## config.mk

```make
export PLATFORM = sky130hd
export DESIGN_NAME = pwr_mode_seq
export DESIGN_NICKNAME = d
export VERILOG_FILES = /design/src/rtl/pms_pkg.sv /design/src/rtl/pms_calib_gate.sv /design/src/rtl/pms_override.sv /design/src/rtl/pms_mode_ctrl.sv /design/src/rtl/pms_sample_hold.sv /design/src/rtl/pwr_mode_seq.sv
export SDC_FILE = /design/constraint.sdc
export NUM_CORES = 1
export LEC_CHECK = 0
export CAP_MARGIN = 20
export CORE_MARGIN = 2
export CORE_UTILIZATION = 40
export DETAILED_ROUTE_END_ITERATION = 6
export PLACE_DENSITY = 0.78
export SETUP_SLACK_MARGIN = 0.05
export SYNTH_ARGS = -nofsm -noshare
export SYNTH_HDL_FRONTEND = slang
export SYNTH_SLANG_ARGS = --single-unit
```

## constraint.sdc

```tcl
create_clock -name clk -period 2.3 [get_ports clk]
set_input_delay 0.69 -clock clk [delete_from_list [all_inputs] [get_ports clk]]
set_output_delay 0.69 -clock clk [all_outputs]
set_load 0.005 [all_outputs]
```

## src/rtl/pms_pkg.sv

```systemverilog
package pms_pkg;

  typedef enum logic [1:0] {
    PM_NORMAL = 2'b00,
    PM_NAP    = 2'b01,
    PM_SLEEP  = 2'b10
  } pm_t;

  // Pin decode: the unused code falls back to full operation.
  function automatic pm_t pm_decode(input logic [1:0] code);
    case (code)
      2'b01:   return PM_NAP;
      2'b10:   return PM_SLEEP;
      default: return PM_NORMAL;
    endcase
  endfunction

  function automatic logic pm_code_ok(input logic [1:0] code);
    return code != 2'b11;
  endfunction

  // Mode request: an enabled override outranks the pin.
  function automatic pm_t pm_select(input logic ovr_on, input pm_t ovr, input logic [1:0] pin);
    return ovr_on ? ovr : pm_decode(pin);
  endfunction

endpackage

```

## src/rtl/pms_calib_gate.sv

```systemverilog
module pms_calib_gate (
  input  logic clk,
  input  logic rst_n,
  input  logic cal_done,
  output logic cal_busy
);

  logic cal_finish;
  assign cal_finish = cal_busy & cal_done;

  always_ff @(posedge clk or negedge rst_n) begin
    if (!rst_n)          cal_busy <= 1'b1;
    else if (cal_finish) cal_busy <= 1'b0;
  end

  assert_cal_exit_R2: assert property (@(posedge clk) disable iff (!rst_n)
    $fell(cal_busy) |-> $past(cal_done));

  assert_cal_once_R2: assert property (@(posedge clk) disable iff (!rst_n)
    !cal_busy |=> !cal_busy);

endmodule

```

## src/rtl/pms_override.sv

```systemverilog
module pms_override
  import pms_pkg::*;
(
  input  logic       clk,
  input  logic       rst_n,
  input  logic       pin_is_normal,
  input  logic       cfg_we,
  input  logic       cfg_en,
  input  logic [1:0] cfg_mode,
  output logic       unlocked,
  output logic       ovr_en,
  output pm_t        ovr_mode
);

  logic wr_accept, wr_clear, wr_set;
  assign wr_accept = cfg_we & unlocked;
  assign wr_clear  = wr_accept & ~cfg_en;
  assign wr_set    = wr_accept & cfg_en & pm_code_ok(cfg_mode);

  always_ff @(posedge clk or negedge rst_n) begin
    if (!rst_n) unlocked <= 1'b0;
    else        unlocked <= unlocked | pin_is_normal;
  end

  always_ff @(posedge clk or negedge rst_n) begin
    if (!rst_n) begin
      ovr_en   <= 1'b0;
      ovr_mode <= PM_NORMAL;
    end else if (wr_clear) begin
      ovr_en   <= 1'b0;
    end else if (wr_set) begin
      ovr_en   <= 1'b1;
      ovr_mode <= pm_t'(cfg_mode);
    end
  end

  assert_locked_no_ovr_R5: assert property (@(posedge clk) disable iff (!rst_n)
    !unlocked |=> !ovr_en);

  assert_unlock_sticky_R6: assert property (@(posedge clk) disable iff (!rst_n)
    unlocked |=> unlocked);

  assert_bad_code_kept_R8: assert property (@(posedge clk) disable iff (!rst_n)
    (cfg_we && cfg_en && cfg_mode == 2'b11) |=> ($stable(ovr_en) && $stable(ovr_mode)));

  assert_clear_R7: assert property (@(posedge clk) disable iff (!rst_n)
    (cfg_we && unlocked && !cfg_en) |=> !ovr_en);

endmodule

```

## src/rtl/pms_mode_ctrl.sv

```systemverilog
module pms_mode_ctrl
  import pms_pkg::*;
(
  input  logic       clk,
  input  logic       rst_n,
  input  logic       cal_busy,
  input  logic [1:0] pin_mode,
  input  logic       ovr_en,
  input  pm_t        ovr_mode,
  output pm_t        cur,
  output logic       realign,
  output logic       lane_en,
  output logic       link_ready
);

  pm_t  mode_req, mode_nxt;
  logic wake_evt;

  assign mode_req = pm_select(ovr_en, ovr_mode, pin_mode);
  assign mode_nxt = cal_busy ? PM_NORMAL : mode_req;
  assign wake_evt = (cur == PM_SLEEP) && (mode_nxt != PM_SLEEP);

  always_ff @(posedge clk or negedge rst_n) begin
    if (!rst_n) begin
      cur     <= PM_NORMAL;
      realign <= 1'b0;
    end else begin
      cur     <= mode_nxt;
      realign <= wake_evt;
    end
  end

  assign lane_en    = ~cal_busy & (cur != PM_SLEEP);
  assign link_ready = lane_en & ~realign;

  assert_pulse_single_R11: assert property (@(posedge clk) disable iff (!rst_n)
    realign |=> !realign);

  assert_pulse_after_sleep_R11: assert property (@(posedge clk) disable iff (!rst_n)
    realign |-> ($past(cur) == PM_SLEEP && cur != PM_SLEEP));

  assert_wake_has_pulse_R11: assert property (@(posedge clk) disable iff (!rst_n)
    ($past(cur) == PM_SLEEP && cur != PM_SLEEP) |-> realign);

  assert_wake_not_ready_R12: assert property (@(posedge clk) disable iff (!rst_n)
    ($past(cur) == PM_SLEEP && cur != PM_SLEEP) |-> !link_ready);

  assert_cal_normal_R2: assert property (@(posedge clk) disable iff (!rst_n)
    cal_busy |=> (cur == PM_NORMAL));

endmodule

```

## src/rtl/pms_sample_hold.sv

```systemverilog
module pms_sample_hold
  import pms_pkg::*;
#(
  parameter int DATA_W = 14
) (
  input  logic              clk,
  input  logic              rst_n,
  input  logic              run,
  input  pm_t               cur,
  input  logic              smp_valid,
  input  logic [DATA_W-1:0] smp_data,
  output logic              out_valid,
  output logic [DATA_W-1:0] out_data
);

  logic in_normal, in_nap, in_sleep, capture;
  assign in_normal = run & (cur == PM_NORMAL);
  assign in_nap    = run & (cur == PM_NAP);
  assign in_sleep  = run & (cur == PM_SLEEP);
  assign capture   = in_normal & smp_valid;

  always_ff @(posedge clk or negedge rst_n) begin
    if (!rst_n) begin
      out_valid <= 1'b0;
      out_data  <= '0;
    end else begin
      out_valid <= capture | in_nap;
      if (capture) out_data <= smp_data;
    end
  end

  assert_nap_hold_R9: assert property (@(posedge clk) disable iff (!rst_n)
    in_nap |=> ($stable(out_data) && out_valid));

  assert_sleep_quiet_R10: assert property (@(posedge clk) disable iff (!rst_n)
    in_sleep |=> !out_valid);

  assert_pass_R13: assert property (@(posedge clk) disable iff (!rst_n)
    capture |=> (out_valid && out_data == $past(smp_data)));

endmodule

```

## src/rtl/pwr_mode_seq.sv

```systemverilog
module pwr_mode_seq
  import pms_pkg::*;
#(
  parameter int DATA_W = 14
) (
  input  logic              clk,
  input  logic              rst_n,
  input  logic [1:0]        pin_mode,
  input  logic              cfg_we,
  input  logic              cfg_en,
  input  logic [1:0]        cfg_mode,
  input  logic              cal_done,
  input  logic              smp_valid,
  input  logic [DATA_W-1:0] smp_data,
  output logic              out_valid,
  output logic [DATA_W-1:0] out_data,
  output logic              lane_en,
  output logic              realign_req,
  output logic              link_ready,
  output logic [1:0]        cur_mode,
  output logic              ovr_unlocked,
  output logic              cal_busy
);

  logic pin_is_normal, ovr_en;
  pm_t  ovr_mode, cur;

  assign pin_is_normal = (pm_decode(pin_mode) == PM_NORMAL);

  pms_calib_gate u_cal (
    .clk(clk), .rst_n(rst_n), .cal_done(cal_done), .cal_busy(cal_busy)
  );

  pms_override u_ovr (
    .clk(clk), .rst_n(rst_n), .pin_is_normal(pin_is_normal),
    .cfg_we(cfg_we), .cfg_en(cfg_en), .cfg_mode(cfg_mode),
    .unlocked(ovr_unlocked), .ovr_en(ovr_en), .ovr_mode(ovr_mode)
  );

  pms_mode_ctrl u_mode (
    .clk(clk), .rst_n(rst_n), .cal_busy(cal_busy), .pin_mode(pin_mode),
    .ovr_en(ovr_en), .ovr_mode(ovr_mode), .cur(cur), .realign(realign_req),
    .lane_en(lane_en), .link_ready(link_ready)
  );

  pms_sample_hold #(.DATA_W(DATA_W)) u_hold (
    .clk(clk), .rst_n(rst_n), .run(~cal_busy), .cur(cur),
    .smp_valid(smp_valid), .smp_data(smp_data),
    .out_valid(out_valid), .out_data(out_data)
  );

  assign cur_mode = cur;

  assert_sleep_lanes_off_R10: assert property (@(posedge clk) disable iff (!rst_n)
    (cur_mode == 2'b10) |-> !link_ready);

  assert_ovr_wins_R4: assert property (@(posedge clk) disable iff (!rst_n)
    (!cal_busy && ovr_en) |=> (cur_mode == $past(ovr_mode)));

endmodule

```

; ---- Word level (Yosys, flattened, before mapping)
; Index checks and enable logic that the tools add are counted.
[totals]
elab_cells = 41
input_bits = 24
ff_bits = 23
out_inout_bits = 22
[classes]
n_mux = 5
n_reduce_logical = 5
bitwise_logic = 16
eq_ne = 7
[op_table]
columns = operator, n
row1 = bitwise AND 1 bit, 10
row2 = "!= test 2 bit, second input constant", 3
row3 = "equality test 2 x 1 -> 1 bit, second input constant", 2
row4 = "equality test 2 bit, second input constant", 2
row5 = logical NOT 2 bit, 2
row6 = two-way mux 2 bit, 2
row7 = inverter 1 bit, 4
row8 = case mux 2 bit (2 select lines), 1
row9 = two-way mux 1 bit, 2
row10 = OR 1 bit, 2
row11 = AND reduction 2 bit, 1
row12 = nonzero test 2 bit, 1
row13 = logical AND 1 bit, 1

; ---- Longest topological paths before layout
; Gate-level depths: netlist of run 1.
[logic_depth]
depth_word = 6
depth_mapped = 4
mapped_depth_nobuf = 4

; ---- By module
; A second synthesis of run 1 with hierarchy kept.
[unflattened]
cells_unflattened = 65
area_unflattened_um2 = 977.2
[modules_own_cells]
columns = mod, seq_area_each_um2, cells_per_inst, area_each_um2, n_inst
row1 = pms_sample_hold, 375.4, 34, 619.3, 1
row2 = pms_override, 100.1, 13, 162.7, 1
row3 = pms_mode_ctrl, 75.1, 14, 142.6, 1
row4 = pms_calib_gate, 26.3, 2, 40.0, 1
row5 = pwr_mode_seq, 0.0, 2, 12.5, 1

; ---- Least setup slack after synthesis of run 1
; No wires, ideal clock.
[synth_path]
path_type = input to register
start = in smp_valid
end = reg u_hold.out_data[0]
required_ps = 2175
path_stages = 3
path_buffers = 1
t_arrival_ps = 1505
setup_slack_ps = 670
setup_time_ps = 125
cell_sequence = nor4b_4 buf_8 mux2_4
[synth_between]
elab_chain_len = 1
[synth_rtl]
columns = element, line_no
row1 = "start, declared", pwr_mode_seq.sv:13  ; input logic smp_valid,
row2 = bitwise AND 1 bit, pms_sample_hold.sv:20  ; assign capture = in_normal & smp_valid;
row3 = "end signal, assigned", pms_sample_hold.sv:28  ; if (capture) out_data <= smp_data;
row4 = "end, declared", pms_sample_hold.sv:13  ; output logic [DATA_W-1:0] out_data
; Every way passes these cells.
; A chain may end at the register's enable or synchronous reset.

; ---- Worst setup path in the final report of run 1
[layout_path]
start = reg u_mode.cur[1]
end = out lane_en
[layout_between]
elab_chain_len = 2
[layout_rtl]
columns = element, line_no
row1 = "start, declared", pms_mode_ctrl.sv:10  ; output pm_t cur,
row2 = "start signal, assigned", pms_mode_ctrl.sv:28  ; cur <= mode_nxt;
row3 = != test 2 bit, pms_mode_ctrl.sv:33  ; assign lane_en = ~cal_busy & (cur != PM_SLEEP);
row4 = bitwise AND 1 bit, pms_mode_ctrl.sv:33
row5 = "end, declared", pwr_mode_seq.sv:17  ; output logic lane_en,
; Every way passes these cells.

==> results of run 1 <==
-- worst max-delay path: stages (launching register included) --
cell             delay, ns
dfrtp_1               0.39
nor2b_2               0.17
nor2_1                0.08
clkdlybuf4s50_1       0.50
-- synth_stat cells (all sizes together) --
| cell type | n | area, um^2 |
|---|---|---|
| dfrtp | 22 | 551 |
| mux2 | 14 | 195 |
| nor2 | 6 | 22.5 |
| o22a | 3 | 26.3 |
| buf | 2 | 26.3 |
| ha | 2 | 25.0 |
| inv | 2 | 7.51 |
| mux2i | 2 | 20.0 |
| nor2b | 2 | 12.5 |
| nor3 | 2 | 10.0 |
| nor4b | 2 | 32.5 |
| a21oi | 1 | 5.00 |
| dfstp | 1 | 26.3 |
| nand2 | 1 | 3.75 |
| nand3 | 1 | 5.00 |
| nor3b | 1 | 7.51 |
| nor4bb | 1 | 10.0 |
| or2 | 1 | 6.26 |
-- how the worst max path moves through the flow --
stage	startpoint	endpoint	slack, ns
finish	u_mode.cur[1]	lane_en	0.17
global route	u_mode.cur[1]	lane_en	0.08
global placement	smp_valid	u_hold.out_data[2]	0.23
detailed placement	smp_valid	u_hold.out_data[4]	0.20
CTS	u_mode.cur[0]	link_ready	0.05
floorplan	smp_valid	u_hold.out_data[0]	0.67
-- per-stage QoR --
stage          area (um^2)  cells  utilization
6_report              1530    148        0.633
5_1_grt               1530    148        0.633
4_1_cts               1510    147        0.627
3_5_place_dp          1480    142        0.613
3_3_place_gp          1480    142        0.613
2_1_floorplan          992     66            -
-- logic make-up after synthesis --
kind of cell    count (synthesis)  share of synthesized area
compound gates                  4                     0.0315
fa+ha+maj                       2                     0.0252
buf+inv                         4                     0.0340
flops                          23                      0.581
mux                            16                      0.217
simple gates                   17                      0.111
-- what timing repair did --
item,in CTS,in global routing
setup endpoints to repair,1,3
setup buffers,1,1
cloned,0,0
resized for setup,0,3
hold buffers,0,0
-- per-layer routing --
layer | global-route usage | vias up | wire length, um
li1 | - | 336 | -
met3 | 0.0194 | 4 | 182
met5 | 0 | - | 0
met4 | 0.0641 | 0 | 27
met2 | 0.226 | 34 | 834
met1 | 0.188 | 324 | 833
-- state kept, by name, indices dropped and copies added (netlist names) --
name	count
u_hold.out_data	14
u_ovr.ovr_mode	2
u_mode.realign	1
u_ovr.ovr_en	1
u_mode.cur	2
u_hold.out_valid	1
u_ovr.unlocked	1
u_cal.cal_busy	1
-- power by group through the flow --
stage          combinational (W)  clock [W]  sequential [W]
6_report                0.000452   0.000179        0.000564
5_1_grt                 0.000489   0.000207        0.000577
4_1_cts                 0.000460   0.000186        0.000563
3_5_place_dp            0.000449          0        0.000575
3_3_place_gp            0.000440          0        0.000572
2_1_floorplan           0.000169          0        0.000578
-- cell type report --
class / instances / area [um^2]
clock buffers: 3 / 22.5
clock inverters: 1 / 5.00
fillers: 190 / 885
inverters: 2 / 7.51
multi-input cells: 39 / 384
flip-flops and latches: 23 / 578
well taps: 30 / 37.5
repair buffers: 50 / 490
==> results.txt, run 1 <==
RR Startpoint -> u_cal.cal_busy
Die width -> 53.8 um
Vias per inst -> 4.72
Clock skew -> 0.00850 ns
Setup TNS -> 0 ns
Row cnt -> 18
Logic pwr share -> 0.378
Fin nets -> 145
DRT Wirelength -> 1880 um
Most frequent cells in the layout -> 44 x clkdlybuf4s50_1, 21 x dfrtp_1, 10 x mux2_4
TritonCTS clock tree -> done
Worst endpoint data arrival time -> 1.44 ns
Synth cell types -> 21
Cell-internal power -> 0.000902 W
Iteration-0 DRC count of the detailed router -> 4
Drt drc -> 0
Critical path class -> flip-flop to primary output
Hold Path Sink -> u_cal.cal_busy
Sequential power share -> 0.472
Synth-to-layout area growth -> 53.7%
Initial antenna violation count -> 0
TritonCTS buffer count -> 3
Core area -> 2410 um^2
Pin count of the biggest net entering global routing -> 15
Ys Warns -> 0
DRT Pass-1 Iters -> 3
Syn nets -> 92
Initial Utilization -> 0.412
Worst-Margin Slew -> 0.457 ns
Clk_lat worst skew -> 0.30 ns
Leading cell type in the layout, fill and taps excluded -> clkdlybuf4s50_1
Clock Sinks -> 23
Critical Path RT -> 1.61 ns
Fin crit period -> 2.13 ns
Hold_sp -> u_cal.cal_busy
Crit-path max FO -> 3
Mean Syn Cell Area -> 15.0 um^2
Pwr Total -> 0.00119 W
Post-synthesis instance total -> 66
Psw -> 0.000293 W
Via count -> 698
Total GRT Usage -> 0.141
Hold slack -> 0.509 ns
Hpwl dp -> 1460 um
Final Max Tran Viols -> 0
Hold Path Depth -> 1
CP endpoint kind -> primary output
Vias in the first global route -> 691
Final Hold Vio Count -> 0
Die Y -> 53.8 um
First-pass GRT wire length -> 2930 um
Worst flop-to-flop path endpoint -> u_hold.out_data[4]
Post-Syn Area -> 992 um^2
PortBufs -> 45
Synthesized flop and latch total -> 23
Diode count -> 0
Min-delay worst type -> flip-flop to flip-flop
Clock share of power -> 0.150
Fin crit share -> 0.928
R2R Setup Slk -> 0.75 ns
Seq/Total Area, Yosys -> 0.581
PnR worst setup slack -> 0.166 ns
Sw frac -> 0.245
Pre-CTS setup slack -> 0.200 ns
Final setup vio count -> 0
WL per Instance -> 12.7 um
P per Cell Area -> 783 nW/um^2
CTS Root Cell -> clkbuf_4
Max_slew headroom -> 0.694
Htree depth -> 1
Status -> completed
Clk slew on worst S/H paths -> 0.12 ns
Worst IR Drop VDD -> 0.418 mV
Pleak -> 0.673 nW
RSZ-0062 raised after global routing -> no
Antenna Violating Nets Remaining -> 0
Worst-case clock buffer depth -> 2
Die area -> 2890 um^2
# Max-Cap Violations -> 0
CP Launch Type -> flip-flop
# IOs -> 46
Grt total ovfl -> 0
FMAX -> 469 MHz
Reg2Reg Depth -> 4
Share of layout cells above drive strength 1 -> 0.237
Placer congestion estimate -> 0.707
Note: power is estimated with default switching activity, not from simulation.
==> run 2, diff against run 1 <==
Settings changed: CORE_MARGIN 2 to unset, SYNTH_HIERARCHICAL set to 1.
==> run 2 against run 1 <==
Effect of this change: first-iteration DRC count rose by 25%; largest power group unchanged; largest cell class unchanged; clock power fell by 3%; global-route usage rose by 2.8 points; final area fell by 0.66%; wire length rose by 4.8%; sequential share of layout area rose by 0.17 points.
==> results.txt, run 2 <==
FMAX -> 465 MHz (-0.87%)
Finished Cell Area -> 1520 um^2 (-0.66%)
Worst IR Drop VDD -> 0.532 mV (+27%)
TritonCTS clock tree -> done
Grt total ovfl -> 0 (unchanged)
# fillers -> 178 (-6.3%)
Die Y -> 51.4 um (-4.4%)
Leading post-synthesis cells by cell area -> dfrtp_1 56%, mux2_4 15%, mux2_2 4.6%, o22a_2 3.1%, dfstp_2 2.7%
Setup TNS -> 0 ns (unchanged)
Synth Area in XOR/XNOR -> 0.00896 (+0.00896)
Leading cell type in the layout, fill and taps excluded -> clkdlybuf4s50_1
CP max stage cell -> dfrtp_1
Fin crit period -> 2.15 ns (+0.0188 ns)
First-pass GRT wire length -> 3250 um (+11%)
Initial antenna violation count -> 0 (unchanged)
Simple-Gate Fraction of Synth Area -> 0.111 (+0.000425)
Initial Utilization -> 0.433 (+0.0217)
Post-synth ARST share -> 1.00 (unchanged)
TritonCTS buffer count -> 3 (unchanged)
Worst-case clock buffer depth -> 2 (unchanged)
RR Startpoint -> u_mode/cur[1]
Post-Synth Adder-Cell Area -> 0 (-0.0252)
Critical path class -> flip-flop to primary output
Cell taking the most area after synthesis -> dfrtp_1
Fin crit share -> 0.936 (+0.00817)
Final setup vio count -> 0 (unchanged)
Pin count of the biggest net entering global routing -> 15 (unchanged)
Vias per inst -> 4.87 (+3.2%)
Synth top area share -> 0.563 (+0.00853)
DRT Pass-1 Iters -> 4 (+1)
# IOs -> 46 (unchanged)
Post-Syn Area -> 977 um^2 (-1.5%)
# Max-Cap Violations -> 0 (unchanged)
Share of layout cells above drive strength 1 -> 0.270 (+0.0323)
Post-synthesis instance total -> 65 (-1.5%)
Via count -> 696 (-0.29%)
Iteration-0 DRC count of the detailed router -> 5 (+1)
Largest Register -> u_hold/out_data
Area of the multi-input gates -> 384 um^2 (unchanged)
Worst flop-to-flop path endpoint -> u_hold/out_data[13]
Finished Layout Cells -> 143 (-3.4%)
Cts hold-fix bufs -> 0 (unchanged)
Most frequent cells in the layout -> 44 x clkdlybuf4s50_1, 22 x dfrtp_1, 10 x mux2_4
Htree depth -> 1 (unchanged)
Antenna Violating Nets Remaining -> 0 (unchanged)
Largest stage delay, worst path -> 0.45 ns (-0.05 ns)
Total GRT Usage -> 0.168 (+0.0277)
Reg2Reg Depth -> 4 (unchanged)
Diode count -> 0 (unchanged)
Row cnt -> 17 (-1)
Clock skew -> 0.00408 ns (-0.00442 ns)
CP endpoint kind -> primary output
Number of flops mapped to enable cells by yosys -> 0 (unchanged)
RSZ-0062 raised after global routing -> no
Ys Warns -> 6 (+6)
Critical Path, Cell by Cell -> nor2b_1 > nor2_1 > clkdlybuf4s50_1
Max_slew headroom -> 0.687 (-0.00674)
Min-delay worst type -> flip-flop to flip-flop
Clk slew on worst S/H paths -> 0.11 ns (about the same)
WL per Instance -> 13.8 um (+8.5%)
Vias in the first global route -> 753 (+9.0%)
Dpl cells -> 138 (-2.8%)
Critical Path RT -> 1.61 ns (about the same)
Critical path endpoint -> lane_en
Die width -> 51.4 um (-4.4%)
PortBufs -> 45 (unchanged)
Seq/Total Area, Yosys -> 0.590 (+0.00893)
CP Launch Type -> flip-flop
Clock Sinks -> 23 (unchanged)
Hpwl dp -> 1530 um (+4.5%)
Clk_lat worst skew -> 0.30 ns (about the same)
Core area -> 2250 um^2 (-6.4%)
R2R Setup Slk -> 0.79 ns (+0.04 ns)
Synth Area in Compound Gates -> 0.0576 (+0.0261)
DRT Wirelength -> 1970 um (+4.8%)
Max FFs per register -> 14 (unchanged)
Crit-path max FO -> 4 (+1)
Mux contribution to synthesized area -> 0.200 (-0.0172)
Placer congestion estimate -> 0.724 (+2.3%)
Drt drc -> 0 (unchanged)
Hold slack -> 0.519 ns (+0.00918 ns)
Pleak -> 0.643 nW (-4.4%)
Commonest cells post-synth -> 22 x dfrtp_1, 10 x mux2_4, 4 x mux2_2, 4 x nor2_1
Final Max Tran Viols -> 0 (unchanged)
CP startpoint -> u_mode/cur[0]
Worst endpoint data arrival time -> 1.46 ns (+0.02 ns)
Placed Area -> 1480 um^2 (about the same)
Syn nets -> 89 (-3.3%)
Synthesized flop and latch total -> 23 (unchanged)
Top FF cell, synth -> dfrtp_1
Worst-Margin Slew -> 0.467 ns (+0.0101 ns)
Die area -> 2640 um^2 (-8.7%)
CTS Root Cell -> clkbuf_4
Synth cell types -> 22 (+4.8%)
Status -> completed
Fin nets -> 140 (-3.4%)
Regs by FF count -> u_hold/out_data: 14 flops, u_mode/cur: 2 flops, u_ovr/ovr_mode: 2 flops
Seq. cell area -> 577 um^2 (-0.22%)
Final Hold Vio Count -> 0 (unchanged)
Synth-to-layout area growth -> 55.1%
Largest family of logic cells by synthesized area -> multiplexers
P per Cell Area -> 786 nW/um^2 (+0.28%)
Mean Syn Cell Area -> 15.0 um^2 (about the same)
Top-count cell post-synth -> dfrtp_1
Final core utilization -> 0.672 (+0.0391)
-- run 2: what timing repair did --
action	in CTS	in global routing
gates resized for setup	0	1
setup buffers	1	0
setup endpoints to repair	1	1
-- run 2: cell type report --
| class | count | share of cell area |
|---|---|---|
| Clock buffer | 3 | 0.0149 |
| Clock inverter | 1 | 0.00330 |
| Multi-Input combinational cell | 39 | 0.254 |
| Inverter | 1 | 0.00248 |
| Sequential cell | 23 | 0.381 |
| Timing Repair Buffer | 48 | 0.322 |
| Tap cell | 28 | 0.0231 |
-- run 2: worst min-delay path by stage --
stage                            start                  to  cells after the start
global placement    u_hold/out_data[7]  u_hold/out_data[7]                      1
CTS                  u_ovr/ovr_mode[0]   u_ovr/ovr_mode[0]                      1
global route        u_hold/out_data[5]  u_hold/out_data[5]                      1
finish              u_hold/out_data[9]  u_hold/out_data[9]                      1
floorplan                        rst_n  u_hold/out_data[0]                      0
detailed placement   u_ovr/ovr_mode[1]   u_ovr/ovr_mode[1]                      1
-- run 2: cell families (layout without fill, tap and decap cells) --
| kind of cell | after synthesis | after routing |
|---|---|---|
| compound gates | 7 | 7 |
| buf+inv | 3 | 53 |
| xor+xnor | 1 | 1 |
| flops | 23 | 23 |
| mux | 14 | 14 |
| simple gates | 17 | 17 |
-- run 2: metal layers --
layer / up-vias / wire length [um] / global-route usage / part of all wire
li1: 331 / - / - / -
met1: 331 / 842 / 0.183 / 0.43
met2: 32 / 962 / 0.310 / 0.49
met3: 2 / 150 / 0.0476 / 0.076
met4: 0 / 13 / 0.0541 / 0.0066
met5: - / 0 / 0 / 0
-- run 2: metrics by stage --
step / total power (W) / setup WS [ns]
global placement: 0.00101 / 0.139
detailed placement: 0.00103 / 0.111
global route: 0.00126 / 0.0777
CTS: 0.00121 / 0.0869
finish: 0.00119 / 0.147
floorplan: 0.000743 / 0.639
-- run 2: report_power, final --
group / total, W / internal [W] / switching, W
Sequential: 0.000560 / 0.000503 / 0.0000575
Clock: 0.000174 / 0.0000647 / 0.000110
Combinational: 0.000456 / 0.000332 / 0.000124
Total: 0.00119 / 0.000899 / 0.000291
-- run 2: worst max-delay path: cells and delay by family (launching register included) --
kind,cells,cell delay [ns]
AND/OR/NAND/NOR,2,0.28
buffers and inverters,1,0.44
flip-flops,1,0.45
